==> config.mk <==
export PLATFORM = sky130hd
export DESIGN_NAME = ptp_exchange_calc
export DESIGN_NICKNAME = d
export VERILOG_FILES = /design/src/rtl/ptp_exchange_calc.sv
export SDC_FILE = /design/constraint.sdc
export NUM_CORES = 2
export LEC_CHECK = 0
export ABC_AREA = 1
export BUFFER_PORTS_ARGS = -buffer_cell sky130_fd_sc_hd__buf_4
export CORE_UTILIZATION = 45
export CTS_BUF_LIST = sky130_fd_sc_hd__clkbuf_16
export CTS_CLUSTER_DIAMETER = 30
export DETAILED_ROUTE_END_ITERATION = 8
export SYNTH_ARGS = -nofsm -noshare
export SYNTH_HDL_FRONTEND = slang
export SYNTH_SLANG_ARGS = --single-unit
==> constraint.sdc <==
create_clock -name clk -period 6.9 [get_ports clk]
set_input_delay 0.345 -clock clk [delete_from_list [all_inputs] [get_ports clk]]
set_output_delay 0.345 -clock clk [all_outputs]
set_load 0.05 [all_outputs]
==> src/rtl/ptp_exchange_calc.sv <==
module ptp_exchange_calc #(
  parameter int TS_W  = 64,
  parameter int SEQ_W = 16,
  parameter int Q_W   = 32,
  parameter int FRAC  = 30
) (
  input  logic               clk,
  input  logic               rst,
  input  logic               sync_stb,
  input  logic [TS_W-1:0]    sync_ts,
  input  logic [SEQ_W-1:0]   sync_seq,
  input  logic               fup_stb,
  input  logic [TS_W-1:0]    fup_ts,
  input  logic [SEQ_W-1:0]   fup_seq,
  input  logic               dreq_stb,
  input  logic [TS_W-1:0]    dreq_ts,
  input  logic [SEQ_W-1:0]   dreq_seq,
  input  logic               dresp_stb,
  input  logic [TS_W-1:0]    dresp_ts,
  input  logic [SEQ_W-1:0]   dresp_seq,
  output logic               res_valid,
  output logic [TS_W-1:0]    res_offset,
  output logic [TS_W-1:0]    res_delay,
  output logic               ratio_busy,
  output logic               ratio_done,
  output logic [Q_W-1:0]     ratio
);
  localparam int CNT_W = $clog2(Q_W + 1);
  localparam int INT_B = Q_W - FRAC;

  typedef enum logic [1:0] {W_SYNC, W_FUP, W_DREQ, W_DRESP} st_t;
  st_t st;

  logic [TS_W-1:0]  t1, t2, t3, t1p, t2p;
  logic [SEQ_W-1:0] seq2, seq3;
  logic             pok;

  logic [TS_W-1:0]  rem, dvs;
  logic [Q_W-1:0]   feed, quo;
  logic [CNT_W-1:0] cnt;

  logic                   fup_ok, resp_ok, start, sat, ge;
  logic [TS_W-1:0]        dm, ds, ms, sm;
  logic signed [TS_W-1:0] sum_s, dly_s;
  logic [TS_W:0]          trial, diff;

  assign fup_ok  = !sync_stb && st == W_FUP && fup_stb && fup_seq == seq2;
  assign resp_ok = !sync_stb && st == W_DRESP && dresp_stb && dresp_seq == seq3;
  assign dm      = fup_ts - t1p;
  assign ds      = t2 - t2p;
  assign start   = fup_ok && pok && dm != '0 && !ratio_busy;
  assign sat     = (ds >> INT_B) >= dm;

  assign ms    = t2 - t1;
  assign sm    = dresp_ts - t3;
  assign sum_s = $signed(ms + sm);
  assign dly_s = sum_s >>> 1;

  assign trial = {rem, feed[Q_W-1]};
  assign diff  = trial - {1'b0, dvs};
  assign ge    = trial >= {1'b0, dvs};

  always_ff @(posedge clk) begin
    if (rst) begin
      st <= W_SYNC;
      t1 <= '0; t2 <= '0; t3 <= '0; t1p <= '0; t2p <= '0;
      seq2 <= '0; seq3 <= '0; pok <= 1'b0;
      res_valid <= 1'b0; res_offset <= '0; res_delay <= '0;
    end else begin
      res_valid <= 1'b0;
      if (sync_stb) begin
        t2 <= sync_ts; seq2 <= sync_seq; st <= W_FUP;
      end else begin
        case (st)
          W_FUP: if (fup_stb) begin
            if (fup_ok) begin
              t1 <= fup_ts; t1p <= fup_ts; t2p <= t2; pok <= 1'b1; st <= W_DREQ;
            end else st <= W_SYNC;
          end
          W_DREQ: if (dreq_stb) begin
            t3 <= dreq_ts; seq3 <= dreq_seq; st <= W_DRESP;
          end
          W_DRESP: if (dresp_stb) begin
            if (resp_ok) begin
              res_valid  <= 1'b1;
              res_delay  <= dly_s;
              res_offset <= ms - dly_s;
            end
            st <= W_SYNC;
          end
          default: ;
        endcase
      end
    end
  end

  always_ff @(posedge clk) begin
    if (rst) begin
      rem <= '0; dvs <= '0; feed <= '0; quo <= '0; cnt <= '0;
      ratio_busy <= 1'b0; ratio_done <= 1'b0; ratio <= '0;
    end else begin
      ratio_done <= 1'b0;
      if (ratio_busy) begin
        rem  <= ge ? diff[TS_W-1:0] : trial[TS_W-1:0];
        quo  <= {quo[Q_W-2:0], ge};
        feed <= feed << 1;
        cnt  <= cnt - 1'b1;
        if (cnt == CNT_W'(1)) begin
          ratio_busy <= 1'b0;
          ratio_done <= 1'b1;
          ratio      <= {quo[Q_W-2:0], ge};
        end
      end else if (start) begin
        if (sat) begin
          ratio_done <= 1'b1;
          ratio      <= '1;
        end else begin
          rem  <= ds >> INT_B;
          dvs  <= dm;
          feed <= {ds[INT_B-1:0], {FRAC{1'b0}}};
          quo  <= '0;
          cnt  <= CNT_W'(Q_W);
          ratio_busy <= 1'b1;
        end
      end
    end
  end

  a_r6_valid_pulse: assert property (@(posedge clk) disable iff (rst)
    res_valid |=> !res_valid);
  a_r5_valid_from_resp: assert property (@(posedge clk) disable iff (rst)
    res_valid |-> $past(dresp_stb));
  a_r7_busy_ends_done: assert property (@(posedge clk) disable iff (rst)
    $fell(ratio_busy) |-> ratio_done);
  a_r7_done_idle: assert property (@(posedge clk) disable iff (rst)
    ratio_done |-> !ratio_busy);
  a_r8_sat_value: assert property (@(posedge clk) disable iff (rst)
    (ratio_done && !$past(ratio_busy)) |-> ratio == '1);
  a_r9_ratio_held: assert property (@(posedge clk) disable iff (rst)
    !ratio_done |-> $stable(ratio));
endmodule

==> flow_summary_export.csv <==
group,metric,value,unit
run_status,run_status,"finished, violations left",
run_status,violated_checks,"hold timing",
power_and_ir_drop,power.switching_fraction,43.7,%
critical_path,critPathLaunch,"t2[5]$_SDFFE_PP0P_",
synthesis,synth_xor_area_share,4.74,%
synthesis,mappedNetlistArea,0.0553,sq mm
critical_path,timing.critical_path.max_delay_family,"simple AND/OR/NAND/NOR gates",
timing,slew_headroom,26.1,%
global_route,grt_antenna_before_repair,11,
cts,cts_buffers,161,
cells_and_area,layout_filler_cell_count,11900,
routing,detail_route.first_pass.iterations,6,
global_route,grt_overflow,0,
synthesis,ys_warn_count,0,
timing,setup_total_negative_slack,0,ns
floorplan,die_y,353,microns
synthesis,postSynth.asyncResetShare,0,%
power_and_ir_drop,internal-power,13600,uW
power_and_ir_drop,leak_pwr,0.0358,uW
cells_and_area,area_growth_syn_to_layout,27.8,%
synthesis,ys.flop_type,"dfxtp_1",
placement,minimum_setup_slack_after_placement,-0.0448,ns
floorplan,die_x,353,microns
synthesis,multiplexer_fraction_of_the_synthesized_cell_area,0,%
timing,grt_setup_unrepaired,"yes",
cts,htree_levels,4,
power_and_ir_drop,seq_power_share,15.2,%
floorplan,floorplan.core_area,0.122,sq mm
critical_path,cp_data_arrival_time,7.35,ns
routing,detail_route.vias_per_cell,5.38,
timing,clock-skew-final,0.0695,ns
routing,wl_per_cell,19.8,microns
placement,port-buffer-count,488,
critical_path,timing.critical_path.required,7.56,ns
floorplan,ios,489,
routing,vias,62900,
timing,fin_crit,6.68,ns
cells_and_area,layout.cells.most_common,"nand2_1",
timing,timing_worst_slew_pin_value,1.10,ns
critical_path,critical_path.max_fanout,6,
timing,final-max-slew-violation-count,0,
routing,final_wl,232,mm
synthesis,synth_edf_count,0,
power_and_ir_drop,power.clock.fraction,31.8,%
routing,detail_route.iter0.violations,5299,
timing,final_critical_path_setup_slack,0.217,ns
timing,fmax,0.150,GHz
power_and_ir_drop,power.net_switching,10600,uW
timing,hold_slack,-0.00295,ns
floorplan,rows,128,
run,maxCapViolations,0,
synthesis,synth-adder-area-share,12.4,%
timing,setup_viol,0,
min_path,hold_path_class,"primary input to flop",
cells_and_area,drive_gt1_share,12.3,%
critical_path,worst_path_largest_cell_delay,0.49,ns
cts,tritoncts,"built",
critical_path,endpoint_kind,"flop",
min_path,timing.hold.worst_path_depth,3,
critical_path,path_buf_inv,6,
synthesis,post_synth_and_or_nand_nor_area_fraction,31.2,%
critical_path,timing.critical_path.slowest_stage_cell,"fa_1",
floorplan,initial_core_util,45.4,%
timing,final-hold-violation-count,1,
critical_path,critical_path_class,"flop to flop",
synthesis,synth-compound-area-share,17.4,%
cts,worstSkewPairLatency,0.79,ns
power_and_ir_drop,peakVddDrop,271,uV
cells_and_area,finalNetCount,10800,
critical_path,crit_top_cell,"nand2_1",
timing,period_share,96.8,%
synthesis,synth_largest_area_cell,"dfxtp_1",
synthesis,post_synth_num_cell_types,53,
power_and_ir_drop,pwr-share-comb,53.0,%
synthesis,post_synth_inst_count,9063,
floorplan,floorplan.die_area,0.124,sq mm
placement,finalWeightedCongestion,1.01,
global_route,grt_max_degree,253,
placement,hpwlAfterDp,185,mm
routing,antenna_left,0,
synthesis,netlist.area_leader.share,22.4,%
synthesis,synth.net_count,9894,
min_path,timing.hold.worst.start,"dreq_ts[25]",
synthesis,synth_top_family_by_area,"simple AND/OR/NAND/NOR gates",
cts,cts_root_buf,"clkbuf_16",
synthesis,postSynthAreaPerCell,6.10,sq um
global_route,grt_pass1_vias,61900,
global_route,global_route_usage_over_all_layers,36.1,%
critical_path,worstSetupPathDepth,37,
routing,drcViolationCount,0,
synthesis,synth_sequential_area_ratio,22.4,%
cts,clock_tree.buffer_depth,3,
cts,tritoncts_num_sinks,620,
critical_path,regToRegStartpoint,"t2[5]$_SDFFE_PP0P_",
cts,clock_edge_transition_at_the_registers_on_the_reported_setup_and_hold_paths,0.05,ns
global_route,grt_first_pass_wirelength,349,mm
synthesis,yosys-top-cells-area,"dfxtp_1 22%, nand2_1 15%, ha_1 9.9%, inv_1 9.8%, nor2_1 7.6%",
power_and_ir_drop,power_density,343,mW/mm^2
critical_path,r2r_cells,37,
critical_path,startpoint_type,"flop",
cells_and_area,final_cell_mix,"2227 x nand2_1, 1467 x inv_1, 1097 x nor2_1",
synthesis,postSynthRegisterBits,620,
[path summary, 6_finish.rpt]
kind                            endpoint  slack (ns)
max          res_offset[61]$_SDFFE_PP0P_        0.22
min                  t3[25]$_SDFFE_PP0P_      -0.003
max reg2reg  res_offset[61]$_SDFFE_PP0P_        0.22
min reg2reg         t2p[41]$_SDFFE_PP0P_        0.45
[cell families after synthesis]
logic type	Yosys count
simple gates	4171
compound gates	1757
buf+inv	1711
flops	620
fa+ha+maj	505
xor+xnor	299
[sequential cells by signal, summed over array words and instances, names as in the netlist, 2 cells and up]
signal and cells:
quo 31, t2 64, t3 64, res_delay 63, seq3 16, ratio 32, cnt 6, feed 2
st 2, rem 64, dvs 64, t2p 64, seq2 16, t1p 64, res_offset 64
[synth_stat cells (all sizes together), types with 59 or more instances]
| cell type | number |
|---|---|
| xnor2 | 120 |
| inv | 1453 |
| dfxtp | 620 |
| o21ai | 595 |
| buf | 63 |
| o211ai | 59 |
| ha | 437 |
| nand3b | 93 |
| nand2 | 2251 |
| clkbuf | 192 |
| nand3 | 404 |
| xor2 | 179 |
| fa | 68 |
| a31oi | 86 |
| nor2 | 1125 |
| nand4 | 135 |
| nor3 | 88 |
| a21oi | 829 |
[repair_timing]
item,CTS,global route
pin swaps,0,29
hold buffers,216,0
cloned,0,0
hold endpoints to repair,216,0
setup buffers,0,16
resized for setup,5,174
endpoints found under the setup margin,3,34
[power by group through the flow]
stage	registers, uW	clock network [uW]	logic [uW]
after global routing	3680	7980	14000
after detailed placement	3740	0	11900
after CTS	3680	7750	12100
after floorplan	3720	0	7320
final	3680	7710	12800
after global placement	3740	0	11900
[cell type report]
cell class	instances	area, sq um	area share [%]
Multi-Input combinational cell	6732	37200	52.7
Sequential cell	620	12400	17.6
Timing Repair Buffer	965	7900	11.2
Inverter	1456	5480	7.75
Clock buffer	162	4050	5.73
Tap cell	1625	2030	2.88
Clock inverter	133	1550	2.20
Antenna cell	9	22.5	0.0319
[tightest hold or removal path, cell delays in order]
cell and delay (ns):
buf_4 0.07, o21ai_0 0.16, a21oi_1 0.15
[per-layer routing]
layer	wire [microns]	global-route usage, %	vias to the layer above
li1	-	-	31000
met4	14700	21.5	6
met2	109000	61.5	2191
met1	95200	43.4	29100
met3	12200	4.29	610
met5	44	0	-
[stage by stage]
| stage | area, sq um | util, % | total power (uW) | hold slack [ns] | cells |
|---|---|---|---|---|---|
| after global placement | 61900 | 50.8 | 15700 | 0.442 | 11200 |
| final | 70700 | 58.0 | 24200 | -0.00295 | 11700 |
| after global routing | 70700 | 58.0 | 25600 | 0.00225 | 11700 |
| after CTS | 69700 | 57.2 | 23500 | 0.000428 | 11700 |
| after floorplan | 55300 | - | 11000 | 0.429 | 9063 |
| after detailed placement | 61900 | 50.8 | 15600 | 0.451 | 11200 |
Power figures use the tool's default switching activity.
